<file path="src/rtl/rail_seq_pkg.sv">
package rail_seq_pkg;

  typedef enum logic [1:0] {
    ST_OFF  = 2'b00,
    ST_STBY = 2'b01,
    ST_ACT1 = 2'b10,
    ST_ACT2 = 2'b11
  } pstate_t;

  typedef struct packed {
    logic mir_rst;
    logic bias;
    logic offs;
    logic led;
  } rails_t;

  localparam int ARRAY_BIT = 0;
  localparam int LAMP_BIT  = 1;

  function automatic rails_t rails_for(pstate_t s);
    rails_t r;
    r = '0;
    if (s == ST_ACT1 || s == ST_ACT2) begin
      r.mir_rst = 1'b1;
      r.bias    = 1'b1;
      r.offs    = 1'b1;
    end
    if (s == ST_ACT2) r.led = 1'b1;
    return r;
  endfunction

endpackage

</file>
<file path="src/rtl/rs_sync.sv">
module rs_sync #(
  parameter int STAGES = 2
) (
  input  logic clk,
  input  logic rst,
  input  logic async_in,
  output logic sync_out,
  output logic rise
);
  logic [STAGES-1:0] chain;
  logic              prev_q;

  for (genvar i = 0; i < STAGES; i++) begin : g_stage
    if (i == 0) begin : g_first
      always_ff @(posedge clk) begin
        if (rst) chain[0] <= 1'b0;
        else     chain[0] <= async_in;
      end
    end else begin : g_rest
      always_ff @(posedge clk) begin
        if (rst) chain[i] <= 1'b0;
        else     chain[i] <= chain[i-1];
      end
    end
  end

  always_ff @(posedge clk) begin
    if (rst) prev_q <= 1'b0;
    else     prev_q <= chain[STAGES-1];
  end

  assign sync_out = chain[STAGES-1];
  assign rise     = chain[STAGES-1] & ~prev_q;
endmodule

</file>
<file path="src/rtl/rs_ctrl_regs.sv">
module rs_ctrl_regs #(
  parameter int                 ADDR_W    = 4,
  parameter int                 DATA_W    = 8,
  parameter logic [ADDR_W-1:0]  CTRL_ADDR = '0
) (
  input  logic              clk,
  input  logic              rst,
  input  logic              hold_default,
  input  logic              port_open,
  input  logic              fault,
  input  logic              wr_en,
  input  logic [ADDR_W-1:0] wr_addr,
  input  logic [DATA_W-1:0] wr_data,
  output logic              array_en,
  output logic              lamp_en
);
  import rail_seq_pkg::*;

  logic hit;
  logic arr_d, lamp_d;

  assign hit = wr_en && port_open && (wr_addr == CTRL_ADDR);

  always_comb begin
    arr_d  = array_en;
    lamp_d = lamp_en;
    if (hit) begin
      arr_d  = wr_data[ARRAY_BIT];
      lamp_d = wr_data[LAMP_BIT];
    end
    if (fault) arr_d = 1'b0;
    if (hold_default) begin
      arr_d  = 1'b0;
      lamp_d = 1'b0;
    end
  end

  always_ff @(posedge clk) begin
    if (rst) begin
      array_en <= 1'b0;
      lamp_en  <= 1'b0;
    end else begin
      array_en <= arr_d;
      lamp_en  <= lamp_d;
    end
  end
endmodule

</file>
<file path="src/rtl/rs_fsm.sv">
module rs_fsm (
  input  logic                   clk,
  input  logic                   rst,
  input  logic                   proj_on,
  input  logic                   fault,
  input  logic                   uvlo,
  input  logic                   array_en,
  input  logic                   lamp_en,
  output rail_seq_pkg::pstate_t  state_q,
  output rail_seq_pkg::rails_t   rails_q,
  output logic                   pwr_on_q,
  output logic                   reset_n_q,
  output logic                   if_en_q
);
  import rail_seq_pkg::*;

  pstate_t nxt;
  logic    hold_q, hold_d;

  always_comb begin
    nxt = state_q;
    if (!proj_on) begin
      nxt = ST_OFF;
    end else begin
      unique case (state_q)
        ST_OFF:  nxt = ST_STBY;
        ST_STBY: if (array_en && !fault) nxt = ST_ACT1;
        ST_ACT1: begin
          if (fault || !array_en) nxt = ST_STBY;
          else if (lamp_en)       nxt = ST_ACT2;
        end
        ST_ACT2: begin
          if (fault || !array_en) nxt = ST_STBY;
          else if (!lamp_en)      nxt = ST_ACT1;
        end
        default: nxt = ST_OFF;
      endcase
    end
  end

  always_comb begin
    hold_d = hold_q;
    if (nxt != ST_STBY)          hold_d = 1'b0;
    else if (state_q != ST_STBY) hold_d = uvlo;
  end

  always_ff @(posedge clk) begin
    if (rst) begin
      state_q   <= ST_OFF;
      hold_q    <= 1'b0;
      rails_q   <= '0;
      pwr_on_q  <= 1'b0;
      reset_n_q <= 1'b0;
      if_en_q   <= 1'b0;
    end else begin
      state_q   <= nxt;
      hold_q    <= hold_d;
      rails_q   <= rails_for(nxt);
      pwr_on_q  <= (nxt != ST_OFF);
      if_en_q   <= (nxt != ST_OFF);
      reset_n_q <= (nxt != ST_OFF) && !hold_d;
    end
  end
endmodule

</file>
<file path="src/rtl/rail_seq_ctrl.sv">
module rail_seq_ctrl #(
  parameter int                UV_W        = 4,
  parameter int                SYNC_STAGES = 2,
  parameter int                ADDR_W      = 4,
  parameter int                DATA_W      = 8,
  parameter logic [ADDR_W-1:0] CTRL_ADDR   = 4'h3
) (
  input  logic              clk,
  input  logic              rst,
  input  logic              proj_en_in,
  input  logic [UV_W-1:0]   flt_uv,
  input  logic              flt_therm,
  input  logic              flt_uvlo,
  input  logic              wr_en,
  input  logic [ADDR_W-1:0] wr_addr,
  input  logic [DATA_W-1:0] wr_data,
  output logic              mir_rst_en,
  output logic              bias_en,
  output logic              offs_en,
  output logic              led_en,
  output logic              pwr_on,
  output logic              reset_n_out,
  output logic              host_if_en,
  output logic [1:0]        state_code
);
  import rail_seq_pkg::*;

  logic    proj_s, proj_rise, fault_any;
  logic    arr_bit, lamp_bit;
  pstate_t st;
  rails_t  rails;

  assign fault_any = (|flt_uv) | flt_therm | flt_uvlo;

  rs_sync #(.STAGES(SYNC_STAGES)) u_sync (
    .clk      (clk),
    .rst      (rst),
    .async_in (proj_en_in),
    .sync_out (proj_s),
    .rise     (proj_rise)
  );

  rs_ctrl_regs #(
    .ADDR_W    (ADDR_W),
    .DATA_W    (DATA_W),
    .CTRL_ADDR (CTRL_ADDR)
  ) u_regs (
    .clk          (clk),
    .rst          (rst),
    .hold_default (st == ST_OFF || proj_rise),
    .port_open    (host_if_en),
    .fault        (fault_any),
    .wr_en        (wr_en),
    .wr_addr      (wr_addr),
    .wr_data      (wr_data),
    .array_en     (arr_bit),
    .lamp_en      (lamp_bit)
  );

  rs_fsm u_fsm (
    .clk       (clk),
    .rst       (rst),
    .proj_on   (proj_s),
    .fault     (fault_any),
    .uvlo      (flt_uvlo),
    .array_en  (arr_bit),
    .lamp_en   (lamp_bit),
    .state_q   (st),
    .rails_q   (rails),
    .pwr_on_q  (pwr_on),
    .reset_n_q (reset_n_out),
    .if_en_q   (host_if_en)
  );

  assign mir_rst_en = rails.mir_rst;
  assign bias_en    = rails.bias;
  assign offs_en    = rails.offs;
  assign led_en     = rails.led;
  assign state_code = st;
endmodule

</file>
<file path="config.mk">
export PLATFORM = sky130hd
export DESIGN_NAME = rail_seq_ctrl
export DESIGN_NICKNAME = d
export VERILOG_FILES = /design/src/rtl/rail_seq_pkg.sv /design/src/rtl/rs_sync.sv /design/src/rtl/rs_ctrl_regs.sv /design/src/rtl/rs_fsm.sv /design/src/rtl/rail_seq_ctrl.sv
export SDC_FILE = /design/constraint.sdc
export NUM_CORES = 1
export LEC_CHECK = 0
export CAP_MARGIN = 20
export CORE_MARGIN = 5
export CORE_UTILIZATION = 30
export CTS_CLUSTER_DIAMETER = 60
export DETAILED_ROUTE_END_ITERATION = 16
export PLACE_DENSITY_LB_ADDON = 0.12
export SYNTH_ARGS = -nofsm -noshare
export SYNTH_HDL_FRONTEND = slang
export SYNTH_SLANG_ARGS = --single-unit
</file>
<file path="constraint.sdc">
create_clock -name clk -period 2.05 [get_ports clk]
set_input_delay 0.41 -clock clk [delete_from_list [all_inputs] [get_ports clk]]
set_output_delay 0.41 -clock clk [all_outputs]
set_load 0.05 [all_outputs]
</file>
==> flow_summary.yaml <==
outcome:
  status: "complete, no violations"
finish:
  nets: 94
  diodes: 0
  fin_cells: 87
  fillCellCount: 162
  fin_area_um2: 710.7
  layout_common_cells: "clkdlybuf4s50_1 (20), dfxtp_1 (11), inv_1 (5), buf_4 (4)"
  layout_commonest_cell: "clkdlybuf4s50_1"
  syn2layout_area_growth_pct: 53.10
  drive_gt1_share_pct: 16.90
setup_path:
  crit_required_ns: 1.64
  critPathSlowestCell: "clkdlybuf4s50_1"
  slowest_delay_ns: 0.82
  cp_cell_sequence: "clkdlybuf4s50_1"
  crit_fanout: 4
  end_kind: "primary output"
  crit_family: "buffers and inverters"
  start_kind: "register"
  crit_buf_inv: 1
  crit_type: "reg -> out"
  arrival_ns: 1.47
synthesis:
  syn_nets: 69
  yosys.area.top_type_share_pct: 47.44
  synth_area_per_cell_um2: 9.876
  synth.area.top_cells: "dfxtp_1 (47%), buf_4 (6.5%), nor4_4 (4.6%), inv_1 (4.0%), and4_1 (3.8%)"
  ys_ff_latch: 11
  synth_top_cell_by_area: "dfxtp_1"
  yosysWarnings: 0
  synth_cell_types: 20
  syn_area_um2: 464.2
  postSynthCellCount: 47
  synth_seq_area_share_pct: 47.44
pwr:
  peakVddDrop_uv: 267.5
  p_per_area_nw_per_um2: 590.9
  p_leak_nw: 0.2726
job:
  maxCapViolations: 0
timing:
  min_period_ns: 1.875
  tightest_slew_ns: 0.4998
  holdWs_ns: 0.4389
  relSlewSlack_pct: 66.58
  finalSetupViolCount: 0
  fmax_mhz: 533.2
  finalCritPeriodShare_pct: 91.48
  skew_ns: 0.0009570
  finalHoldViolCount: 0
  drv_slew: 0
  rsz0062_at_grt: "false"
  timing.setup.tns_ns: 0
global_routing:
  antenna_found_initial: 0
  grt_pass1_vias: 341
  grt_max_degree: 10
  grt_remaining_overflow: 0
  grtUsageTotal_pct: 8.307
  grt_first_pass_wirelength_mm: 1.552
cts:
  clk_pin_slew_ns: 0.07
  cts_tree: "done"
  insertion_delay_ns: 0.26
  clockRootBuffer: "clkbuf_4"
  ctsHoldBuffers: 0
  cts_setup_buffers: 0
  htreeDepth: 1
  clock_sinks: 11
  cts_resized: 0
  cts_buffer_depth: 2
  cts_buffers: 3
detailed_routing:
  dr.pass1.iters: 4
  drt_iter0_markers: 6
  routed_via_density: 4.632
  drt-total-wl_um: 971
  num_vias: 403
  routedWlPerCell_um: 11.16
  ant_nets: 0
  drc: 0
die:
  die-width_um: 49.34
  core-area_um2: 1489
  num_io_pins: 31
  die_area_um2: 2434
  row_count: 14
  die_y_um: 49.34
  start_util_pct: 31.18
hold_path:
  hold_path_class: "reg -> reg"
placed_design:
  placed_cell_area_um2: 684.4
  gp_congestion: 0.6556
  dp.cells: 83
  dp_hpwl_um: 772.3
  port_buffers: 24
==> worst register-to-register path, delay by kind of cell, from the launching register on <==
family	cells	cell delay, ns
DFF	1	0.50
muxes	1	0.32
and+or+nand+nor	2	0.29
==> stage by stage <==
step | worst slack (ns) | power (mW) | util, %
3_5_place_dp | 0.3317 | 0.2797 | 45.97
5_1_grt | 0.1023 | 0.4459 | 47.73
4_1_cts | 0.1610 | 0.4273 | 47.73
6_report | 0.1746 | 0.4200 | 47.73
3_3_place_gp | 0.3439 | 0.2794 | 45.97
2_1_floorplan | 0.5314 | 0.2431 | -
==> sequential cells by signal, summed over array words and instances, names as in the netlist <==
register	cells
u_fsm.pwr_on_q	1
u_fsm.state_q	2
u_fsm.hold_q	1
u_sync.chain	1
u_sync.prev_q	1
u_fsm.rails_q	1
u_fsm.reset_n_q	1
u_regs.array_en	1
u_regs.lamp_en	1
u_sync.sync_out	1
==> cell type report <==
| type | instances | area, µm² | share of cell area (%) |
|---|---|---|---|
| Inverter | 5 | 18.77 | 2.641 |
| Multi-Input combinational cell | 27 | 195.2 | 27.46 |
| Clock buffer | 4 | 26.28 | 3.697 |
| Tap cell | 16 | 20.02 | 2.817 |
| Sequential cell | 11 | 220.2 | 30.99 |
| Timing Repair Buffer | 24 | 230.2 | 32.39 |
==> routing by layer <==
layer,vias to the layer above,global-route usage (%),part of all wire [%]
li1,206,-,-
met1,176,10.87,45
met2,19,10.73,43
met3,2,5.505,11
met4,0,2.691,0.82
met5,-,0,0
==> path summary, 6_finish.rpt <==
path / slack, ns / depth (start not counted) / end / startpoint
setup reg to reg: 0.85 / 3 / u_fsm.hold_q / u_fsm.state_q[1]
hold reg to reg: 0.44 / 1 / u_sync.sync_out / u_sync.chain[0]
hold / removal: 0.44 / 1 / u_sync.sync_out / u_sync.chain[0]
setup / recovery: 0.17 / 1 / state_code[0] / u_fsm.state_q[0]
==> cells by family (layout without fill, tap and decap cells) <==
group / after synthesis / after routing / share of synthesized area [%]
and+or+nand+nor: 18 / 18 / 25.07
buffers and inverters: 9 / 33 / 10.51
muxes: 1 / 1 / 3.234
DFF: 11 / 11 / 47.44
AOI/OAI and AO/OA: 8 / 8 / 13.75
==> power by group <==
group / leakage, nW / switching (mW) / internal, mW / total (mW)
sequential: 0.0894 / 0.00185 / 0.218 / 0.219
clock: 0.0150 / 0.0703 / 0.0753 / 0.146
combinational: 0.168 / 0.0208 / 0.0342 / 0.0549
==> synth_stat cells (all sizes together) <==
master  number
a21bo        1
a21oi        2
inv          5
nand4b       1
o221ai       1
mux2         1
buf          4
nor2b        3
nor3         2
o21a         1
nor4         1
dfxtp       11
nand2        3
and4         2
a21o         1
nor2         3
nand3        3
a211oi       2
Power figures use the tool's default switching activity.
